`config.mk`:
```
export PLATFORM = sky130hd
export DESIGN_NAME = tick_timer
export DESIGN_NICKNAME = d
export VERILOG_FILES = /design/src/rtl/tick_timer_pkg.sv /design/src/rtl/tt_bus_decode.sv /design/src/rtl/tt_down_counter.sv /design/src/rtl/tt_event.sv /design/src/rtl/tick_timer.sv
export SDC_FILE = /design/constraint.sdc
export NUM_CORES = 1
export LEC_CHECK = 0
export BUFFER_PORTS_ARGS = -buffer_cell sky130_fd_sc_hd__buf_2
export CAP_MARGIN = 20
export CORE_MARGIN = 2
export CORE_UTILIZATION = 40
export DETAILED_ROUTE_END_ITERATION = 8
export PLACE_DENSITY = 0.61
export SYNTH_ARGS = -nofsm -noshare
export SYNTH_HDL_FRONTEND = slang
export SYNTH_SLANG_ARGS = --single-unit
```
`constraint.sdc`:
```
create_clock -name clk -period 6.3 [get_ports clk]
set_input_delay 1.26 -clock clk [delete_from_list [all_inputs] [get_ports clk]]
set_output_delay 1.26 -clock clk [all_outputs]
set_load 0.01 [all_outputs]
```
`src/rtl/tick_timer_pkg.sv`:
```
package tick_timer_pkg;
   localparam int unsigned EN_BIT   = 0;
   localparam int unsigned IE_BIT   = 1;
   localparam int unsigned FLAG_BIT = 16;

   localparam int unsigned OFS_CTRL   = 'h0;
   localparam int unsigned OFS_RELOAD = 'h4;
   localparam int unsigned OFS_COUNT  = 'h8;

   typedef enum logic [1:0] {
      SEL_CTRL   = 2'd0,
      SEL_RELOAD = 2'd1,
      SEL_COUNT  = 2'd2,
      SEL_NONE   = 2'd3
   } reg_sel_e;
endpackage

```
`src/rtl/tt_bus_decode.sv`:
```
module tt_bus_decode
   import tick_timer_pkg::*;
#(
   parameter int unsigned ADDR_W = 4
) (
   input  logic              bus_wr,
   input  logic              bus_rd,
   input  logic [ADDR_W-1:0] bus_addr,
   output reg_sel_e          sel,
   output logic              wr_ctrl,
   output logic              wr_reload,
   output logic              wr_count,
   output logic              rd_ctrl
);
   localparam logic [ADDR_W-1:0] A_CTRL   = ADDR_W'(OFS_CTRL);
   localparam logic [ADDR_W-1:0] A_RELOAD = ADDR_W'(OFS_RELOAD);
   localparam logic [ADDR_W-1:0] A_COUNT  = ADDR_W'(OFS_COUNT);

   always_comb begin
      if (bus_addr == A_CTRL)
         sel = SEL_CTRL;
      else if (bus_addr == A_RELOAD)
         sel = SEL_RELOAD;
      else if (bus_addr == A_COUNT)
         sel = SEL_COUNT;
      else
         sel = SEL_NONE;
   end

   assign wr_ctrl   = bus_wr && (sel == SEL_CTRL);
   assign wr_reload = bus_wr && (sel == SEL_RELOAD);
   assign wr_count  = bus_wr && (sel == SEL_COUNT);
   assign rd_ctrl   = bus_rd && (sel == SEL_CTRL);
endmodule

```
`src/rtl/tt_down_counter.sv`:
```
module tt_down_counter #(
   parameter int unsigned CNT_W = 24
) (
   input  logic             clk,
   input  logic             rst_n,
   input  logic             tick,
   input  logic             run_en,
   input  logic             zero_req,
   input  logic [CNT_W-1:0] reload,
   output logic [CNT_W-1:0] count,
   output logic             step_to_zero
);
   localparam logic [CNT_W-1:0] ONE = CNT_W'(1);

   logic advance;
   assign advance      = tick && run_en;
   assign step_to_zero = advance && !zero_req && (count == ONE);

   always_ff @(posedge clk) begin
      if (!rst_n)
         count <= '0;
      else if (zero_req)
         count <= '0;
      else if (advance)
         count <= (count == '0) ? reload : count - ONE;
   end
endmodule

```
`src/rtl/tt_event.sv`:
```
module tt_event (
   input  logic clk,
   input  logic rst_n,
   input  logic step,
   input  logic clear,
   input  logic irq_en,
   output logic flag,
   output logic irq
);
   always_ff @(posedge clk) begin
      if (!rst_n) begin
         flag <= 1'b0;
         irq  <= 1'b0;
      end else begin
         if (step)
            flag <= 1'b1;
         else if (clear)
            flag <= 1'b0;
         irq <= step && irq_en;
      end
   end
endmodule

```
`src/rtl/tick_timer.sv`:
```
module tick_timer
   import tick_timer_pkg::*;
#(
   parameter int unsigned CNT_W  = 24,
   parameter int unsigned DATA_W = 32,
   parameter int unsigned ADDR_W = 4
) (
   input  logic              clk,
   input  logic              rst_n,
   input  logic              tick,
   input  logic              bus_wr,
   input  logic              bus_rd,
   input  logic [ADDR_W-1:0] bus_addr,
   input  logic [DATA_W-1:0] bus_wdata,
   output logic [DATA_W-1:0] bus_rdata,
   output logic              irq
);
   localparam int unsigned PAD_W = DATA_W - CNT_W;

   if (DATA_W <= FLAG_BIT) begin : g_bad_data_w
      $error("DATA_W must exceed the flag bit position");
   end
   if (CNT_W < 2 || CNT_W > DATA_W) begin : g_bad_cnt_w
      $error("CNT_W must lie between 2 and DATA_W");
   end
   if (ADDR_W < 4) begin : g_bad_addr_w
      $error("ADDR_W must cover the three register offsets");
   end

   reg_sel_e         sel;
   logic             wr_ctrl, wr_reload, wr_count, rd_ctrl;
   logic             en_q, ie_q, flag_q;
   logic [CNT_W-1:0] rel_q, cnt_q;
   logic             en_start, step;
   logic [DATA_W-1:0] ctrl_word, rel_word, cnt_word;
   logic             unused_wdata;

   assign unused_wdata = ^bus_wdata;

   tt_bus_decode #(.ADDR_W(ADDR_W)) u_dec (
      .bus_wr    (bus_wr),
      .bus_rd    (bus_rd),
      .bus_addr  (bus_addr),
      .sel       (sel),
      .wr_ctrl   (wr_ctrl),
      .wr_reload (wr_reload),
      .wr_count  (wr_count),
      .rd_ctrl   (rd_ctrl)
   );

   assign en_start = wr_ctrl && bus_wdata[EN_BIT] && !en_q;

   always_ff @(posedge clk) begin
      if (!rst_n) begin
         en_q  <= 1'b0;
         ie_q  <= 1'b0;
         rel_q <= '0;
      end else begin
         if (wr_ctrl) begin
            en_q <= bus_wdata[EN_BIT];
            ie_q <= bus_wdata[IE_BIT];
         end
         if (wr_reload)
            rel_q <= bus_wdata[CNT_W-1:0];
      end
   end

   tt_down_counter #(.CNT_W(CNT_W)) u_cnt (
      .clk          (clk),
      .rst_n        (rst_n),
      .tick         (tick),
      .run_en       (en_q),
      .zero_req     (wr_count || en_start),
      .reload       (rel_q),
      .count        (cnt_q),
      .step_to_zero (step)
   );

   tt_event u_evt (
      .clk    (clk),
      .rst_n  (rst_n),
      .step   (step),
      .clear  (rd_ctrl || wr_count),
      .irq_en (ie_q),
      .flag   (flag_q),
      .irq    (irq)
   );

   always_comb begin
      ctrl_word           = '0;
      ctrl_word[EN_BIT]   = en_q;
      ctrl_word[IE_BIT]   = ie_q;
      ctrl_word[FLAG_BIT] = flag_q;
   end

   if (PAD_W == 0) begin : g_full
      assign rel_word = rel_q;
      assign cnt_word = cnt_q;
   end else begin : g_pad
      assign rel_word = {{PAD_W{1'b0}}, rel_q};
      assign cnt_word = {{PAD_W{1'b0}}, cnt_q};
   end

   always_comb begin
      unique case (sel)
         SEL_CTRL:   bus_rdata = ctrl_word;
         SEL_RELOAD: bus_rdata = rel_word;
         SEL_COUNT:  bus_rdata = cnt_word;
         default:    bus_rdata = '0;
      endcase
   end
endmodule

```
# After elaboration in Yosys (flattened, before gate mapping)
# Index checks and enable logic that the tools add are counted.
# word_totals
register_bits	52
wordCells	39
# classes
addsub	1
n_eq_ne	5
muxes	7
n_bitwise	1
reduce_logical	19
# op_table
op	count
case mux 24 bit (3 select lines)	1
== test 24 x 1 -> 1 bit (second input constant)	1
logical NOT 24 bit	1
2-to-1 mux 24 bit	1
subtractor 24 x 1 -> 24 bit (second input constant)	1
logical AND 1 bit	10
== test 4 x 3 -> 1 bit (second input constant)	1
== test 4 bit (second input constant)	1
logical NOT 4 bit	1
2-to-1 mux 2 bit	2
2-to-1 mux 1 bit	3
== test 2 x 1 -> 1 bit (second input constant)	1
== test 2 bit (second input constant)	1
logical NOT 1 bit	2
logical NOT 2 bit	1
logical OR 1 bit	2
nonzero test 2 bit	1
OR reduction 2 bit	1
inverter 1 bit	1

# Longest topological paths before layout
# Gate-level depths: netlist of run 1.
# depth
ltp_word	13
mapped_depth	8
mapped_depth_nobuf	7

# Cells and area by module
# Synthesis of run 1 repeated with hierarchy kept, for this count alone.
# unflattened
cells_unflattened	356
hier_area_um2	3091.7
# by_module_without_submodules
module	instances	cells_each	area_each_um2
tt_down_counter	1	214	1619.1
tick_timer	1	129	1351.3
tt_event	1	5	67.6
tt_bus_decode	1	8	53.8

# Worst setup path before layout of run 1
# Ideal clock, no wire load.
# synth_path
path_kind	input -> output
startpoint	in bus_addr[3]
endpoint	out bus_rdata[12]
arrival_ns	2.495
required_time_ns	5.040
slack_ns	2.545
stages	4
n_path_buf	2
path_cell_list	clkbuf_1 -> nor4b_2 -> clkbuf_1 -> a22o_1
# synth_between
elab_chain_len	6
word_cells_on_any_way	10
cone_classes	eq/ne: 4; mux: 4; reduce/logical: 2
# synth_rtl
element	line	source
from (decl)	tick_timer.sv:13	input logic [ADDR_W-1:0] bus_addr,
== test 4 bit	tt_bus_decode.sv:24	else if (bus_addr == A_COUNT)
2-to-1 mux 1 bit	tt_bus_decode.sv:24	
2-to-1 mux 2 bit	tt_bus_decode.sv:22	else if (bus_addr == A_RELOAD)
2-to-1 mux 2 bit *	tt_bus_decode.sv:20	if (bus_addr == A_CTRL)
== test 2 bit, or another cell as far along	tick_timer.sv:105	unique case (sel)
case mux 24 bit (3 select lines) *	tick_timer.sv:105	
to (decl)	tick_timer.sv:15	output logic [DATA_W-1:0] bus_rdata,
# Mark *: on every way between the ends. The rest lies on a longest branch, timed or not.

# Worst setup path in the final report of run 1
# layout_path
startpoint	in bus_addr[1]
endpoint	out bus_rdata[10]
# The elaborated chain is that of the path after synthesis.

==> results by group, run 1 <==
Global route
  – Initial antenna violation count: 0
  – First-pass GRT wire length: 13,800 um
  – GRT Util Overall: 0.200
  – Grt total ovfl: 0
  – Largest net degree at the start of global routing: 30
  – Via count of the first global-routing pass: 2,741

Detailed routing
  – First-pass detailed-route iteration total: 5
  – Vias: 2,990
  – Detail Route Antenna Nets: 0
  – Routed length per placed instance: 15.6 um
  – Number of remaining DRC errors: 0
  – Initial DRC count: 147
  – Via density: 5.60
  – Total routed wirelength: 8320 um

STA
  – Final Setup Violations: 0
  – Final Slew Violations: 0
  – Total negative slack: 0 ns
  – Hold WS: 0.485 ns
  – Final Cycle Share: 0.662
  – Relative slew slack: 0.384
  – RSZ-0062 raised after global routing: false
  – Slew @ Worst Pin: 0.924 ns
  – Hold Fails Final Rpt: 0
  – Highest clock rate: 240 MHz
  – Clock period minus worst slack: 4.17 ns
  – Final Skew: 0.00977 ns

Logic synthesis
  – Synth cell types: 54
  – Avg Inst Size Synth: 7.73 sq um
  – Yosys Warn Count: 0
  – Sequential fraction of the synthesis area: 0.340
  – Most instantiated cells after synthesis: nand2_1 (81), dfxtp_1 (52), a21boi_0 (27)
  – Post-synthesis cell area: 3060 sq um
  – Synth area leader: dfxtp_1
  – Area share of the largest cell type after synthesis: 0.340
  – Asr flop ratio synth: 0
  – Post-synth EDFFs: 0
  – Synth Flop Type: dfxtp_1
  – FF+latch count, synth: 52
  – Post-synthesis cell count: 396
  – Synth area leaders: dfxtp_1 (34%), nand2_1 (9.9%), a21boi_0 (6.6%)
  – Most common cell in the netlist: nand2_1

Worst setup path
  – CP arrival: 2.91 ns
  – Startpoint types: input pin
  – Reg2reg setup slack: 3.57 ns
  – Worst reg2reg path depth: 5
  – Worst Path Class, Setup: in2out
  – Crit-path max FO: 21
  – Critical Path Sink Type: primary output
  – RR Endpoint: u_cnt.count[7]
  – WP data required: 5.04 ns
  – Reg2Reg Launch Point: u_cnt.count[4]

Floorplan
  – Core box area: 7330 sq um
  – Die area: 8360 sq um
  – Initial Util: 0.417
  – Die height: 91.5 um
  – Die width: 91.5 um
  – Rows: 31
  – Ports: 74

Hold path
  – Min-delay src: rel_q[6]
  – WHS Endpoint: rel_q[6]
  – Hold path cells: 2
  – Worst min path class: reg2reg

Power and ir drop
  – Leak pwr: 1.34 nW
  – Max VDD drop: 112 uV
  – Power per cell area: 174 nW/um^2

Outcome
  – Status: completed

Clock network
  – Reg clk slew, reported paths: 0.09 ns
  – Max Root-Sink Buffers: 2
  – Clock Sinks: 52
  – CTS tree: built
  – CTS root buffer: clkbuf_8
  – Number of post-CTS setup repair buffers: 0
  – Cts hold-fix bufs: 0
  – CTS HTree Levels: 2
  – Post-cts resize count: 0
  – Clk_lat worst skew: 0.31 ns
  – TritonCTS Buffers: 5

Layout
  – Post-layout nets: 478
  – Util after Layout: 0.467
  – Footprint of the multi-input gates: 1810 sq um
  – Fillers: 746
  – Share of cells above drive strength 1: 0.177
  – Reg area: 1040 sq um
  – Final Non-Filler Cells: 534
  – Layout area overhead: 12.0%
  – N_diodes: 0

Placement
  – Placed Cells: 526
  – GPL Wtd Cong: 0.873
  – Detailed Place HPWL: 5830 um
  – Input/output buffers: 57

Run
  – Max Cap Viol: 0
[power by group]
part | leakage, nW | switching (W) | internal (W)
clock network | 0.0455 | 0.000108 | 0.0000899
registers | 0.419 | 0.00000278 | 0.000331
logic | 0.878 | 0.0000398 | 0.0000245
[worst max-delay path, stage by stage]
cell	delay, ns
buf_2	0.12
nor3_1	0.31
and2_1	0.79
a22o_1	0.28
buf_2	0.14
[area by class of cell]
class / count / area share
clock buffer: 8 / 0.0263
sequential: 52 / 0.304
multi-input combinational: 303 / 0.530
inverter: 11 / 0.0121
timing repair buffer: 61 / 0.0920
tap: 99 / 0.0362
[sequential cells by signal (all words and copies together) (netlist names)]
signal,cells
en_q,1
ie_q,1
rel_q,24
u_cnt.count,24
u_evt.flag,1
u_evt.irq,1
[metrics by stage]
step                power (W)  worst slack [ns]  cell area, sq um
floorplan            0.000387              2.55              3090
global placement     0.000404              2.13              3340
detailed placement   0.000405              2.14              3340
CTS                  0.000603              2.13              3430
global route         0.000627              2.04              3430
finish               0.000596              2.13              3430
[metal layers]
metal | part of all wire | GRT usage | wire [um] | up-vias
met3 | 0.056 | 0.0373 | 469 | 7
met1 | 0.48 | 0.278 | 3960 | 1411
met5 | 0 | 0 | 0 | -
li1 | - | - | - | 1487
met4 | 0.012 | 0.0543 | 102 | 0
met2 | 0.46 | 0.318 | 3790 | 85
[worst max-delay path by stage]
stage	from	end	slack (ns)	cells after the start
after floorplan	bus_addr[3]	bus_rdata[12]	2.55	4
after global placement	bus_addr[1]	bus_rdata[10]	2.13	5
after detailed placement	bus_addr[1]	bus_rdata[10]	2.14	5
after CTS	bus_addr[1]	bus_rdata[10]	2.13	5
after global routing	bus_addr[1]	bus_rdata[10]	2.04	5
final	bus_addr[1]	bus_rdata[10]	2.13	5
[cells in the final DEF, fill, tap and decap left out, types with 5 or more instances in the layout]
master    instances
a22o_1           21
nor3_1           13
nand3_1          12
o21ai_0          17
mux2i_1          11
nor4_1            6
clkbuf_8          6
a21boi_0         27
a21oi_1          15
nand4_1           5
nor2_1           21
a221oi_1          5
inv_1            11
nand2_1          81
buf_2            57
conb_1            8
o22ai_1           9
dfxtp_1          52
[kinds of logic (layout without fill, tap and decap cells)]
family | count (synthesis) | after routing | share of synthesized area
flops | 52 | 52 | 0.340
buf+inv | 48 | 80 | 0.0781
fa+ha+maj | 3 | 3 | 0.0123
compound gates | 112 | 112 | 0.257
other cells | 1 | 8 | 0.00123
simple gates | 168 | 168 | 0.271
mux | 12 | 12 | 0.0397
Note: power is estimated with default switching activity, not from simulation.
==> run 2: changes to the inputs <==
PLACE_DENSITY = 0.63   (was 0.61)
clock period = 3.6 ns   (was 6.3 ns; I/O delays follow)
==> results by group, run 2 (synthesis gave the netlist of run 1 again) <==
Worst setup path
  – Critical Path Sink Type: flop
  – Delay-heaviest family, CP: simple AND/OR/NAND/NOR gates
  – CP arrival: 2.88 ns (-0.03 ns)
  – WP depth: 5 (unchanged)
  – Setup crit end: u_cnt.count[1]
  – Crit path from: u_cnt.count[8]
  – CP bufs+invs: 0 (-2)
  – Crit-path max FO: 20 (-4.8%)
  – Critical path's largest stage delay: 0.79 ns (about the same)
  – Critical-path cell list: nor4_4 -> nand3_2 -> or3_1 -> and2_0 -> o31ai_1
  – RR Endpoint: u_cnt.count[1]
  – Worst reg2reg path depth: 5 (unchanged)
  – Reg2Reg Launch Point: u_cnt.count[8]
  – Worst Path Class, Setup: reg2reg
  – Reg2reg setup slack: 0.95 ns (-2.62 ns)
  – WP data required: 3.83 ns (-1.21 ns)
  – Startpoint types: flop
  – CP max stage cell: or3_1

Outcome
  – Status: completed

Layout
  – Most common cell after layout, fill and taps aside: nand2_1
  – Post-layout nets: 484 (+1.3%)
  – Top Registers: rel_q (24), u_cnt.count (24)
  – Share of cells above drive strength 1: 0.193 (+0.0157)
  – Layout area overhead: 13.5%
  – Final Non-Filler Cells: 540 (+1.1%)
  – Util after Layout: 0.474 (+0.00649)
  – Fillers: 748 (+0.27%)
  – N_diodes: 0 (unchanged)
  – Most frequent cells in the layout: nand2_1 (81), buf_2 (57), dfxtp_1 (52)

Detailed routing
  – Initial DRC count: 203 (+38%)
  – Via density: 5.52 (-1.3%)
  – Detail Route Antenna Nets: 0 (unchanged)
  – M1 wire length: 3780 um (-4.6%)
  – Number of remaining DRC errors: 0 (unchanged)
  – Total routed wirelength: 8190 um (-1.6%)
  – First-pass detailed-route iteration total: 4 (-1)
  – Top layer in use: met4
  – Routed wl met2: 3820 um (+0.55%)
  – Vias: 2,983 (-0.23%)
  – Routed met3 length: 521 um (+11%)
  – Routed length per placed instance: 15.2 um (-2.7%)

STA
  – Relative slew slack: 0.374 (-0.00965)
  – Final Slew Violations: 0 (unchanged)
  – Final Skew: 0.00937 ns (-0.000403 ns)
  – Worst setup slack after layout: 0.947 ns (-1.18 ns)
  – Final Setup Violations: 0 (unchanged)
  – Highest clock rate: 377 MHz
  – Hold Fails Final Rpt: 0 (unchanged)
  – Clock period minus worst slack: 2.65 ns
  – Slew @ Worst Pin: 0.930 ns (+0.00590 ns)
  – Final Cycle Share: 0.737
  – RSZ-0062 raised after global routing: false
  – Total negative slack: 0 ns (unchanged)

Floorplan
  – Ports: 74 (unchanged)
  – Die width: 91.5 um (unchanged)
  – Core box area: 7330 sq um (unchanged)
  – Die area: 8360 sq um (unchanged)
  – Rows: 31 (unchanged)
  – Initial Util: 0.417 (unchanged)
  – Die height: 91.5 um (unchanged)

Clock network
  – Cts hold-fix bufs: 0 (unchanged)
  – Number of post-CTS setup repair buffers: 0 (unchanged)
  – CTS HTree Levels: 2 (unchanged)
  – Clk_lat worst skew: 0.31 ns (about the same)
  – Reg clk slew, reported paths: 0.10 ns (about the same)
  – Clock Sinks: 52 (unchanged)
  – Max Root-Sink Buffers: 2 (unchanged)
  – TritonCTS Buffers: 5 (unchanged)
  – CTS root buffer: clkbuf_8
  – CTS tree: built
  – Post-cts resize count: 0 (unchanged)

Power and ir drop
  – Max VDD drop: 162 uV (+45%)
  – Power per cell area: 300 nW/um^2 (+72%)
  – Leak pwr: 1.38 nW (+2.6%)
  – Pwr Total: 0.00104 W (+75%)

Placement
  – Detailed Place HPWL: 5810 um (-0.33%)
  – Input/output buffers: 57 (unchanged)
  – DP Worst Slack: 0.940 ns (-1.20 ns)
  – GPL Wtd Cong: 0.912 (+4.5%)
  – Placed Cells: 532 (+1.1%)

Hold path
  – Hold path cells: 2 (unchanged)
  – Min-delay src: rel_q[12]
  – Worst min path class: reg2reg

Global route
  – GRT Util Overall: 0.200 (-0.000626)
  – First-pass GRT wire length: 13,800 um (+0.25%)
  – Via count of the first global-routing pass: 2,814 (+2.7%)
  – Initial antenna violation count: 0 (unchanged)
  – Largest net degree at the start of global routing: 30 (unchanged)
  – Grt total ovfl: 0 (unchanged)

Run
  – Max Cap Viol: 0 (unchanged)
==> run 2: worst min path at each step <==
| stage | endpoint | slack, ns |
|---|---|---|
| after floorplan | rel_q[3] | 0.45 |
| after global placement | rel_q[12] | 0.47 |
| after detailed placement | rel_q[12] | 0.48 |
| after CTS | rel_q[12] | 0.49 |
| after global routing | rel_q[13] | 0.51 |
| final | rel_q[12] | 0.49 |
==> run 2: metrics by stage <==
step / area (sq um) / hold WS [ns]
CTS: 3470 / 0.491
finish: 3470 / 0.488
global placement: 3380 / 0.470
global route: 3470 / 0.512
floorplan: 3090 / 0.454
detailed placement: 3380 / 0.478
==> run 2: routing by layer <==
layer	GRT usage	up-vias
li1	-	1503
met1	0.268	1379
met2	0.328	94
met3	0.0382	7
met4	0.0530	0
met5	0	-
==> run 2: layout make-up <==
type / count / area (sq um) / share of cell area
repair buffers: 67 / 360 / 0.104
inverters: 11 / 41.3 / 0.0119
well taps: 99 / 124 / 0.0357
multi-input cells: 303 / 1810 / 0.522
clock buffers: 6 / 82.6 / 0.0238
flip-flops and latches: 52 / 1040 / 0.300
clock inverters: 2 / 10.0 / 0.00288
==> run 2: worst min-delay path: stages (launching register included) <==
cell and delay (ns):
dfxtp_1 0.33, nand2_1 0.05, a21boi_0 0.06
==> run 2: report_power, final <==
part	switching, W	internal, W
clock	0.000191	0.000154
combinational	0.0000682	0.0000450
sequential	0.00000475	0.000579
==> run 3: changes to the inputs <==
ABC_AREA = 1   (was unset)
PLACE_DENSITY = 0.62   (was 0.63)
clock period = 2.1 ns   (was 3.6 ns; I/O delays follow)
==> results by group, run 3 <==
Worst setup path
  – CP bufs+invs: 4 (+4)
  – Critical Path Sink Type: primary output
  – CP arrival: 1.44 ns (-1.44 ns)
  – Critical path's largest stage delay: 0.17 ns (-0.62 ns)
  – RR Endpoint: u_cnt.count[10]
  – Crit-path max FO: 22 (+10%)
  – Critical-path cell list: buf_2 -> nor2_2 -> nand2_1 -> nor2_1 -> inv_1 -> buf_12 -> o22ai_1 -> buf_2
  – CP max stage cell: buf_2
  – WP depth: 8 (+3)
  – Delay-heaviest family, CP: buffers and inverters
  – Reg2Reg Launch Point: u_cnt.count[0]
  – WP data required: 1.68 ns (-2.15 ns)
  – Worst Path Class, Setup: in2out
  – Worst reg2reg path depth: 9 (+4)
  – Crit-path most repeated cell: buf_2
  – Startpoint types: input pin
  – Reg2reg setup slack: 0.37 ns (-0.58 ns)

Detailed routing
  – Routed length per placed instance: 13.5 um (-11%)
  – First-pass detailed-route iteration total: 5 (+1)
  – Vias: 3,285 (+10%)
  – Total routed wirelength: 8670 um (+5.8%)
  – Via density: 5.12 (-7.4%)
  – Initial DRC count: 222 (+9.4%)
  – Number of remaining DRC errors: 0 (unchanged)
  – Detail Route Antenna Nets: 0 (unchanged)

Logic synthesis
  – Synth Flop Type: dfxtp_1
  – Sequential fraction of the synthesis area: 0.319 (-0.0209)
  – Avg Inst Size Synth: 6.69 sq um (-13%)
  – Synth area leader: dfxtp_1
  – Area share of the largest cell type after synthesis: 0.319 (-0.0209)
  – Synth area leaders: dfxtp_1 (32%), nand2_1 (11%), inv_1 (7.9%)
  – Post-synthesis cell count: 487 (+23%)
  – Post-synth EDFFs: 0 (unchanged)
  – FF+latch count, synth: 52 (unchanged)
  – Most instantiated cells after synthesis: nand2_1 (95), inv_1 (69), dfxtp_1 (52)
  – Most common cell in the netlist: nand2_1
  – Yosys Warn Count: 0 (unchanged)
  – Synth cell types: 32 (-41%)
  – Asr flop ratio synth: 0 (unchanged)
  – Post-synthesis cell area: 3260 sq um (+6.5%)

STA
  – Final Cycle Share: 0.884
  – Final Setup Violations: 0 (unchanged)
  – Final Slew Violations: 0 (unchanged)
  – Total negative slack: 0 ns (unchanged)
  – Highest clock rate: 539 MHz
  – Final Skew: 0.00541 ns (-0.00396 ns)
  – Clock period minus worst slack: 1.86 ns
  – RSZ-0062 raised after global routing: false
  – Hold Fails Final Rpt: 0 (unchanged)

Layout
  – Most frequent cells in the layout: nand2_1 (95), inv_1 (69), buf_2 (57)
  – Footprint of the multi-input gates: 1820 sq um (about the same)
  – Most common cell after layout, fill and taps aside: nand2_1
  – Util after Layout: 0.475 (+0.00136)
  – Reg area: 1040 sq um (unchanged)
  – N_diodes: 0 (unchanged)
  – Top Registers: rel_q (24), u_cnt.count (24)
  – Layout area overhead: 13.8%
  – Post-layout nets: 583 (+20%)
  – Fillers: 817 (+9.2%)
  – Share of cells above drive strength 1: 0.209 (+0.0165)

Hold path
  – Min-delay src: bus_rd
  – Worst min path class: in2reg
  – WHS Endpoint: u_evt.flag
  – Hold path cells: 4 (+2)

Floorplan
  – Die height: 94.3 um (+3.1%)
  – Ports: 74 (unchanged)
  – Core box area: 7810 sq um (+6.5%)
  – Die area: 8890 sq um (+6.3%)
  – Die width: 94.3 um (+3.1%)
  – Rows: 32 (+3.2%)
  – Initial Util: 0.417 (about the same)

Global route
  – GRT Util Overall: 0.201 (+0.00119)
  – First-pass GRT wire length: 14,200 um (+2.7%)
  – Via count of the first global-routing pass: 2,952 (+4.9%)
  – Grt total ovfl: 0 (unchanged)
  – Initial antenna violation count: 0 (unchanged)
  – Largest net degree at the start of global routing: 49 (+63%)

Clock network
  – CTS tree: built
  – CTS HTree Levels: 2 (unchanged)
  – Clk_lat worst skew: 0.31 ns (about the same)
  – CTS root buffer: clkbuf_8
  – Post-cts resize count: 0 (unchanged)
  – Reg clk slew, reported paths: 0.10 ns (about the same)
  – Max Root-Sink Buffers: 2 (unchanged)
  – Clock Sinks: 52 (unchanged)
  – Number of post-CTS setup repair buffers: 0 (unchanged)
  – TritonCTS Buffers: 5 (unchanged)
  – Cts hold-fix bufs: 0 (unchanged)

Outcome
  – Status: completed

Power and ir drop
  – Max VDD drop: 216 uV (+34%)
  – Leak pwr: 1.70 nW (+23%)
  – Power per cell area: 486 nW/um^2 (+62%)

Placement
  – GPL Wtd Cong: 0.898 (-1.6%)
  – Input/output buffers: 57 (unchanged)
  – Detailed Place HPWL: 6210 um (+6.9%)

Run
  – Max Cap Viol: 0 (unchanged)
## run 3: cell count changes in the layout (fill, tap and decap cells not counted), sizes merged, moves of 18 or more
| cell | delta |
|---|---|
| nand2 | +18 |
| nor2 | +28 |
| nand3 | +39 |
| a22o | -21 |
| inv | +60 |
| o21ai | +22 |
| a21oi | +36 |
| a21boi | -26 |
## run 3: worst max-delay path by stage
stage                            from  slack (ns)       endpoint
final                     bus_addr[1]        0.24  bus_rdata[11]
after global routing      bus_addr[1]        0.11  bus_rdata[16]
after floorplan           bus_addr[1]        0.39  bus_rdata[10]
after CTS                 bus_addr[1]        0.23  bus_rdata[16]
after detailed placement  bus_addr[1]        0.24  bus_rdata[16]
after global placement    bus_addr[1]        0.24  bus_rdata[16]
## run 3: logic make-up (layout without fill, tap and decap cells)
logic type / count (synthesis) / in the layout / share of synthesized area
other cells: 1 / 8 / 0.00115
buf+inv: 99 / 145 / 0.132
simple gates: 210 / 210 / 0.321
flops: 52 / 52 / 0.319
fa+ha+maj: 3 / 3 / 0.0115
compound gates: 117 / 117 / 0.202
xor+xnor: 5 / 5 / 0.0134
## run 3: metal layers
layer / track usage / up-vias / wire, um
met4: 0.0495 / 0 / 80
met1: 0.279 / 1506 / 3990
li1: - / 1679 / -
met3: 0.0313 / 7 / 578
met2: 0.326 / 93 / 4010
met5: 0 / - / 0
## run 3: cell type report
| cell class | instances | share of cell area |
|---|---|---|
| tap | 102 | 0.0344 |
| clock inverter | 1 | 0.00202 |
| timing repair buffer | 66 | 0.0985 |
| clock buffer | 7 | 0.0233 |
| inverter | 71 | 0.0718 |
| multi-input combinational | 343 | 0.489 |
| sequential | 52 | 0.281 |
## run 3: worst register-to-register path: cells and delay by family (launching register included)
kind,cells,cell delay (ns)
compound gates,1,0.06
fa+ha+maj,1,0.19
buf+inv,2,0.43
flops,1,0.35
simple gates,5,0.61
## run 3: power by group
part	total [W]	leakage [nW]	switching (W)	internal, W
Clock	0.000616	0.0445	0.000347	0.000269
Sequential	0.00100	0.420	0.00000405	0.000997
Combinational	0.000186	1.24	0.000119	0.0000676
## run 3: through the flow
step	setup WS [ns]	instance area, sq um	std cells	power (W)	hold slack (ns)
final	0.244	3710	642	0.00180	0.375
after CTS	0.234	3710	642	0.00182	0.369
after detailed placement	0.238	3620	634	0.00121	0.457
after global routing	0.112	3710	642	0.00188	0.393
after floorplan	0.391	3290	494	0.00116	0.434
after global placement	0.238	3620	634	0.00121	0.455
